`src/rtl/adc_tmr_pkg.sv`:
```
package adc_tmr_pkg;

   typedef enum logic [1:0] {
      PH_IDLE = 2'd0,
      PH_SAMP = 2'd1,
      PH_PROC = 2'd2
   } phase_e;

   localparam int SMP_CODE_W  = 3;
   localparam int RES_CODE_W  = 2;
   localparam int SMP_MAX_CYC = 240;

   // Sampling time N.5 cycles, rounded up to N+1 whole cycles.
   function automatic int smp_whole_cycles(input logic [SMP_CODE_W-1:0] code);
      int r;
      case (code)
         3'd0: r = 2;
         3'd1: r = 8;
         3'd2: r = 14;
         3'd3: r = 29;
         3'd4: r = 42;
         3'd5: r = 56;
         3'd6: r = 72;
         default: r = 240;
      endcase
      return r;
   endfunction

endpackage

```
`src/rtl/adc_tmr_smp_lut.sv`:
```
module adc_tmr_smp_lut
   import adc_tmr_pkg::*;
#(
   parameter int CNT_W = 8
) (
   input  logic [SMP_CODE_W-1:0] code_i,
   output logic [CNT_W-1:0]      cyc_o
);

   always_comb begin
      cyc_o = CNT_W'(smp_whole_cycles(code_i));
   end

endmodule

```
`src/rtl/adc_tmr_proc_lut.sv`:
```
module adc_tmr_proc_lut
   import adc_tmr_pkg::*;
#(
   parameter int CNT_W     = 8,
   parameter int PROC_BASE = 12,
   parameter int PROC_STEP = 2
) (
   input  logic [RES_CODE_W-1:0] res_i,
   output logic [CNT_W-1:0]      cyc_o
);

   localparam int N_RES = 1 << RES_CODE_W;
   localparam int PROC_MIN = PROC_BASE - PROC_STEP * (N_RES - 1);

   if (PROC_MIN < 1) begin : g_bad_min
      $error("processing length must stay at least one cycle");
   end
   if (PROC_BASE >= (1 << CNT_W)) begin : g_bad_w
      $error("CNT_W too narrow for processing length");
   end

   logic [CNT_W-1:0] tbl [N_RES];

   for (genvar g = 0; g < N_RES; g++) begin : g_tbl
      // N.5 processing cycles trimmed to N whole cycles
      assign tbl[g] = CNT_W'(PROC_BASE - PROC_STEP * g);
   end

   assign cyc_o = tbl[res_i];

endmodule

```
`src/rtl/adc_tmr_seq.sv`:
```
module adc_tmr_seq
   import adc_tmr_pkg::*;
#(
   parameter int CNT_W = 8
) (
   input  logic             clk_i,
   input  logic             rst_ni,
   input  logic             start_i,
   input  logic [CNT_W-1:0] smp_cyc_i,
   input  logic [CNT_W-1:0] proc_cyc_i,
   output logic             busy_o,
   output logic             smp_o,
   output logic             proc_o,
   output logic             eos_o,
   output logic             done_o
);

   phase_e           ph_q;
   logic [CNT_W-1:0] cnt_q;
   logic             last_w;

   assign last_w = (cnt_q == '0);

   always_ff @(posedge clk_i or negedge rst_ni) begin
      if (!rst_ni) begin
         ph_q  <= PH_IDLE;
         cnt_q <= '0;
      end else begin
         case (ph_q)
            PH_IDLE: begin
               if (start_i) begin
                  ph_q  <= PH_SAMP;
                  cnt_q <= smp_cyc_i - CNT_W'(1);
               end
            end
            PH_SAMP: begin
               if (last_w) begin
                  ph_q  <= PH_PROC;
                  cnt_q <= proc_cyc_i - CNT_W'(1);
               end else begin
                  cnt_q <= cnt_q - CNT_W'(1);
               end
            end
            PH_PROC: begin
               if (last_w) ph_q <= PH_IDLE;
               else        cnt_q <= cnt_q - CNT_W'(1);
            end
            default: ph_q <= PH_IDLE;
         endcase
      end
   end

   assign smp_o  = (ph_q == PH_SAMP);
   assign proc_o = (ph_q == PH_PROC);
   assign busy_o = (ph_q != PH_IDLE);
   assign eos_o  = smp_o && last_w;
   assign done_o = proc_o && last_w;

   a_r4_accept: assert property (@(posedge clk_i) disable iff (!rst_ni)
      start_i && !busy_o |=> smp_o);
   a_r6_smp_hold: assert property (@(posedge clk_i) disable iff (!rst_ni)
      smp_o && !eos_o |=> smp_o);
   a_r6_eos_to_proc: assert property (@(posedge clk_i) disable iff (!rst_ni)
      eos_o |=> proc_o);
   a_r7_proc_hold: assert property (@(posedge clk_i) disable iff (!rst_ni)
      proc_o && !done_o |=> proc_o);
   a_r7_done_ends: assert property (@(posedge clk_i) disable iff (!rst_ni)
      done_o |=> !busy_o);
   a_r8_stay_busy: assert property (@(posedge clk_i) disable iff (!rst_ni)
      busy_o && !done_o |=> busy_o);
   a_r10_excl: assert property (@(posedge clk_i) disable iff (!rst_ni)
      $onehot0({smp_o, proc_o}));

endmodule

```
`src/rtl/adc_conv_timer.sv`:
```
module adc_conv_timer
   import adc_tmr_pkg::*;
#(
   parameter int CNT_W     = 8,
   parameter int PROC_BASE = 12,
   parameter int PROC_STEP = 2
) (
   input  logic                  clk_i,
   input  logic                  rst_ni,
   input  logic                  start_i,
   input  logic [SMP_CODE_W-1:0] smp_code_i,
   input  logic [RES_CODE_W-1:0] res_code_i,
   output logic                  busy_o,
   output logic                  smp_win_o,
   output logic                  proc_win_o,
   output logic                  eosmp_o,
   output logic                  done_o
);

   if ((1 << CNT_W) <= SMP_MAX_CYC) begin : g_bad_cnt
      $error("CNT_W too narrow for longest sampling window");
   end

   logic [RES_CODE_W-1:0] res_q;
   logic [CNT_W-1:0]      smp_cyc;
   logic [CNT_W-1:0]      proc_cyc;
   logic                  accept;

   assign accept = start_i && !busy_o;

   always_ff @(posedge clk_i or negedge rst_ni) begin
      if (!rst_ni)     res_q <= '0;
      else if (accept) res_q <= res_code_i;
   end

   adc_tmr_smp_lut #(.CNT_W(CNT_W)) u_smp (
      .code_i (smp_code_i),
      .cyc_o  (smp_cyc)
   );

   adc_tmr_proc_lut #(
      .CNT_W     (CNT_W),
      .PROC_BASE (PROC_BASE),
      .PROC_STEP (PROC_STEP)
   ) u_proc (
      .res_i (res_q),
      .cyc_o (proc_cyc)
   );

   adc_tmr_seq #(.CNT_W(CNT_W)) u_seq (
      .clk_i      (clk_i),
      .rst_ni     (rst_ni),
      .start_i    (start_i),
      .smp_cyc_i  (smp_cyc),
      .proc_cyc_i (proc_cyc),
      .busy_o     (busy_o),
      .smp_o      (smp_win_o),
      .proc_o     (proc_win_o),
      .eos_o      (eosmp_o),
      .done_o     (done_o)
   );

   a_r9_res_held: assert property (@(posedge clk_i) disable iff (!rst_ni)
      busy_o |=> $stable(res_q));
   a_r10_busy_cover: assert property (@(posedge clk_i) disable iff (!rst_ni)
      busy_o |-> (smp_win_o || proc_win_o));

endmodule

```
`config.mk`:
```
export PLATFORM = sky130hd
export DESIGN_NAME = adc_conv_timer
export DESIGN_NICKNAME = d
export VERILOG_FILES = /design/src/rtl/adc_tmr_pkg.sv /design/src/rtl/adc_tmr_smp_lut.sv /design/src/rtl/adc_tmr_proc_lut.sv /design/src/rtl/adc_tmr_seq.sv /design/src/rtl/adc_conv_timer.sv
export SDC_FILE = /design/constraint.sdc
export NUM_CORES = 1
export LEC_CHECK = 0
export CAP_MARGIN = 25
export CORE_MARGIN = 2
export CORE_UTILIZATION = 30
export CTS_CLUSTER_DIAMETER = 120
export DETAILED_ROUTE_END_ITERATION = 7
export RECOVER_POWER = 100
export SYNTH_ARGS = -nofsm -noshare
export SYNTH_HDL_FRONTEND = slang
export SYNTH_SLANG_ARGS = --single-unit
```
`constraint.sdc`:
```
create_clock -name clk_i -period 1.9 [get_ports clk_i]
set_clock_uncertainty 0.15 [all_clocks]
set_input_delay 0.38 -clock clk_i [delete_from_list [all_inputs] [get_ports clk_i]]
set_output_delay 0.38 -clock clk_i [all_outputs]
set_load 0.01 [all_outputs]
```
Word level (Yosys, flattened, before mapping)
Cells that the tools add are included.
Word-level totals
  bits in registers: 12
  bits of input ports: 8
  output and inout port bits: 5
Cells by class
  add/subtract/negate cells: 3
  order comparisons: 1
  equal/unequal tests: 12
  multiplexer cells: 12
  bitwise gates (word level): 1
  reduce and logical (&&, ||, !) cells: 11
Operators by type and width (number)
  $pmux W8 S7: 1
  $mux W8: 5
  $pmux W8 S3: 1
  $sub A8 B1 Y8 const B: 3
  $bmux W8 S2: 1
  $eq A3 B3 Y1 const B: 3
  $logic_not A8 Y1: 1
  $ne A2 B2 Y1 const B: 4
  $eq A3 B2 Y1 const B: 2
  $mux W2: 3
  $pmux W2 S3: 1
  $reduce_and A3 Y1: 2
  $eq A3 B1 Y1 const B: 1
  $ge A3 B3 Y1 const B: 1
  $logic_and A1 B1 Y1: 3
  $logic_not A3 Y1: 1
  $not A2 Y3: 1
  $reduce_bool A3 Y1: 1
  $eq A2 B1 Y1 const B: 1
  $eq A2 B2 Y1 const B: 1
  $logic_not A2 Y1: 1
  $reduce_bool A2 Y1: 1
  $logic_not A1 Y1: 1

Longest topological paths before layout
  depth in word-level cells: 7
  gate-level depth with buffers: 8

Hierarchy
A second synthesis with hierarchy kept.
Second synthesis, totals
  cells, all modules: 164
  area total of the unflattened synthesis: 1370.1 µm²
By module, submodules not included
  adc_tmr_seq: times used 1, cells an instance 138, area an instance 1144.8 µm², sequential area each 250.2 µm²
  adc_conv_timer: times used 1, cells an instance 5, area an instance 93.8 µm², sequential area each 50.0 µm²
  adc_tmr_proc_lut: times used 1, cells an instance 10, area an instance 68.8 µm², sequential area each 0.0 µm²
  adc_tmr_smp_lut: times used 1, cells an instance 11, area an instance 62.6 µm², sequential area each 0.0 µm²

Worst setup path after synthesis
Ideal clock, no wire load.
  path kind: register to register
  start point: reg u_seq.cnt_q[0]
  end point: reg u_seq.cnt_q[2]
  arrival time: 1.656 ns
  required time: 1.629 ns
  setup slack: -0.027 ns
  stages on the path, launching flop included: 8
  buffers on the path: 1
  clock period less this slack: 1.927 ns
  path through: dfrtp_1 inv_1 ha_1 nor4b_4 buf_4 a311oi_2 o31ai_1 a22o_1
On the way
  cells in the longest elaborated chain, start to end: 3
  elaborated cells on any way between the ends: 7
  those cells by class: add/sub: 1; eq/ne: 1; mux: 3; reduce/logical: 2
RTL lines
  from (decl): line adc_tmr_seq.sv:19  | logic [CNT_W-1:0] cnt_q;
  from (signal assigned): line adc_tmr_seq.sv:33  | cnt_q <= smp_cyc_i - CNT_W'(1);
  from (signal assigned): line adc_tmr_seq.sv:39  | cnt_q <= proc_cyc_i - CNT_W'(1);
  from (signal assigned): line adc_tmr_seq.sv:41  | cnt_q <= cnt_q - CNT_W'(1);
  $sub A8 B1 Y8 or $logic_not A8 Y1 (tied branches): line adc_tmr_seq.sv:41, adc_tmr_seq.sv:46, adc_tmr_seq.sv:22
  $mux W8, or another cell as far along: line adc_tmr_seq.sv:45  | if (last_w) ph_q <= PH_IDLE;
  $pmux W8 S3 or $reduce_and A3 Y1 (tied branches)
Several ways; a longest one is shown, not always the timed one. The select of a mux whose other input is x is not followed.
A chain may end at the register's enable or synchronous reset.

Worst setup path after layout
  start point: reg u_seq.cnt_q[1]
  end point: reg u_seq.cnt_q[2]
Same word-level chain as after synthesis.

==> impl_metrics.yaml <==
outcome:
  outcome: "finished with violations"
  violations: "setup timing"
power_and_ir_drop:
  power_density_mw_per_mm2: 1730
  sw_frac_of_total: 0.447
  p_sw_mw: 1.58
  p_seq_frac: 0.140
  leakage_nw: 0.909
  clock_power_share: 0.083
  p_total_mw: 3.54
  combPwrFrac: 0.777
  ir_drop_mv: 0.594
  intPower_mw: 1.96
flow_run:
  cap_violations: 0
floorplanning:
  core_area_mm2: 0.00397
  start_util: 0.309
  core.rowCount: 23
  dieArea_mm2: 0.00462
  die_w_um: 68.0
  io-pin-count: 13
  fp.dieH_um: 68.0
global_route:
  grt_pass1_wl_um: 6250
  grt_max_degree: 13
  antenna_found_initial: 0
  grt_overflow: 0
  top_usage_layer: "met2"
  grt_use_met1: 0.240
  met2_usage: 0.299
  globalRouteMet3Util: 0.0197
  grt_pass1_vias: 1308
  grt_use_total: 0.180
layout:
  drive_above_1_share: 0.525
  diodes: 0
  design_area_mm2: 0.00205
  fin_cells: 250
  fin_util: 0.515
  area_growth_pct: 66.8
  final_nets: 219
yosys:
  synthTopCellsByCount: "12 x dfrtp_1, 10 x ha_1, 10 x inv_1"
  ys_seq_area_frac: 0.245
  synth-seq-cells: 12
  synthArstFlopShare: 1.00
  synth-edff-count: 0
  syn_nets: 152
  synth_cell_types: 53
  netlist_area_mm2: 0.00123
  synth_top_area_share: 0.245
  avgSynthCellArea_um2: 9.16
  yosys.area.top_type: "dfrtp_1"
  synth_area_leaders: "dfrtp_1 24%, ha_1 10%, a21oi_1 3.7%"
  yosysWarnings: 0
  syn_inst: 134
  ys.flop_type: "dfrtp_1"
  yosysMostFrequentCell: "dfrtp_1"
routing:
  firstDrtPassIters: 4
  drt_iter0_drc: 55
  ant_nets: 0
  drc: 0
  dr_total_vias: 1361
  routed_wl_um: 4090
  drt-wirelength-per-cell_um: 16.4
  via_per_inst: 5.44
clocking:
  numClockSinks: 12
  cts_tree: "yes"
  h-tree-depth: 1
  numCtsBuffers: 3
  clk_latency_ns: 0.25
  cts_buffer_depth: 2
  cts_root_buf: "clkbuf_8"
  path_clk_slew_ns: 0.06
place:
  place_area_mm2: 0.00173
  io_buffer_count: 12
  dp.cells: 234
  gp_congestion: 0.882
  dp_hpwl_um: 2790
  pre_cts_slack_ns: -0.315
sta:
  fmax_mhz: 470
  setup_tns_ns: -1.69
  whs_ns: 0.427
  timing.final.ws_setup_ns: -0.229
  slew_viol_final: 0
  relSlewSlack: 0.599
  post-route-min-period_ns: 2.13
  worst_pin_slew_ns: 0.600
  post-route-period-util: 1.12
  rsz0062_at_grt: "yes"
  setup_viol: 11
  finalHoldViolCount: 0
min_path:
  hold_class: "primary input to async pin"
worst_setup_path:
  r2r_start: "u_seq.cnt_q[1]"
  cp_max_fo: 8
  crit_required_ns: 1.88
  r2r_slack_ns: -0.23
  worstSetupPathType: "register to register"
  cp_data_arrival_time_ns: 2.11
  r2r-end: "u_seq.cnt_q[2]"
  critPathCaptureType: "register"
  r2r_cells: 9
  critical_path.startpoint_type: "register"
==> power groups by stage <==
stage	Combinational (mW)	Sequential (mW)	Clock [mW]
finish	2.75	0.497	0.292
floorplan	1.31	0.492	0
detailed placement	2.21	0.500	0
CTS	2.51	0.503	0.292
global placement	2.17	0.492	0
global route	2.95	0.511	0.309
==> worst max-delay path: stages, from the launching register on <==
cell	delay [ns]
dfrtp_1	0.39
inv_2	0.08
ha_4	0.13
nor4b_4	0.26
buf_4	0.19
buf_8	0.12
a311o_2	0.29
buf_4	0.15
nor2_1	0.03
a22o_1	0.22
==> repair_timing <==
item	4_1_cts	5_1_grt
buffers inserted	9	3
hold buffers	0	0
setup endpoints to repair	15	15
resized for setup	44	17
pin swaps	15	3
==> sequential cells by signal, summed over array words and instances (netlist names) <==
signal	count
u_seq.cnt_q	8
res_q	2
u_seq.ph_q	2
==> cells by family (layout without fill, tap and decap cells) <==
family / Yosys count / after routing / share of synthesized area
xor gates and xnor gates: 4 / 4 / 0.0285
AOI/OAI and AO/OA: 45 / 45 / 0.285
adders and majority gates: 10 / 10 / 0.102
and+or+nand+nor: 39 / 39 / 0.210
DFF: 12 / 12 / 0.245
buffers and inverters: 19 / 85 / 0.0826
muxes: 5 / 5 / 0.0469
==> how the worst max path moves through the flow <==
stage	startpoint	endpoint	slack [ns]	cells past startpoint
3_5_place_dp	u_seq.cnt_q[0]	u_seq.cnt_q[7]	-0.31	8
4_1_cts	u_seq.cnt_q[1]	done_o	-0.16	6
6_report	u_seq.cnt_q[1]	u_seq.cnt_q[2]	-0.23	9
5_1_grt	u_seq.cnt_q[1]	u_seq.cnt_q[7]	-0.28	8
2_1_floorplan	u_seq.ph_q[0]	u_seq.cnt_q[5]	-0.00002	7
3_3_place_gp	u_seq.cnt_q[0]	done_o	-0.25	5
==> cell usage in the layout (no fill, tap or decap), types with 2 or more instances in the layout <==
| master | synthesis | final |
|---|---|---|
| mux2i_1 | 2 | 2 |
| inv_1 | 10 | 7 |
| nand2b_1 | 4 | 4 |
| buf_6 | 3 | 8 |
| buf_4 | 1 | 48 |
| nand2_1 | 6 | 5 |
| ha_4 | 0 | 4 |
| ha_1 | 10 | 6 |
| a31oi_1 | 4 | 4 |
| clkbuf_2 | 1 | 4 |
| a21oi_1 | 9 | 8 |
| nor2_2 | 1 | 2 |
| o21ai_0 | 4 | 2 |
| dfrtp_1 | 12 | 12 |
| xnor2_1 | 2 | 2 |
| nor2b_1 | 3 | 3 |
| xor2_1 | 2 | 2 |
| nor2_1 | 7 | 5 |
| nor3_1 | 5 | 3 |
| a21o_1 | 4 | 4 |
| nor3_2 | 0 | 2 |
| inv_2 | 1 | 3 |
| clkdlybuf4s50_1 | 0 | 6 |
| o211ai_1 | 2 | 2 |
| o21ai_1 | 2 | 2 |
| clkbuf_8 | 0 | 4 |
| a22o_1 | 2 | 2 |
| mux2_2 | 2 | 2 |
| o21ai_2 | 0 | 2 |
==> per-layer routing <==
layer,vias up,part of all wire
met5,-,0
met4,0,0.017
met3,7,0.043
met2,50,0.50
met1,669,0.44
li1,635,-
==> final cells by class <==
type	count	area, um2
clock buffer	4	55.1
fill	349	1920
inverter	11	43.8
multi-input combinational	103	1020
sequential	12	300
tap	50	62.6
timing repair buffer	70	567
Power figures use the tool's default switching activity.
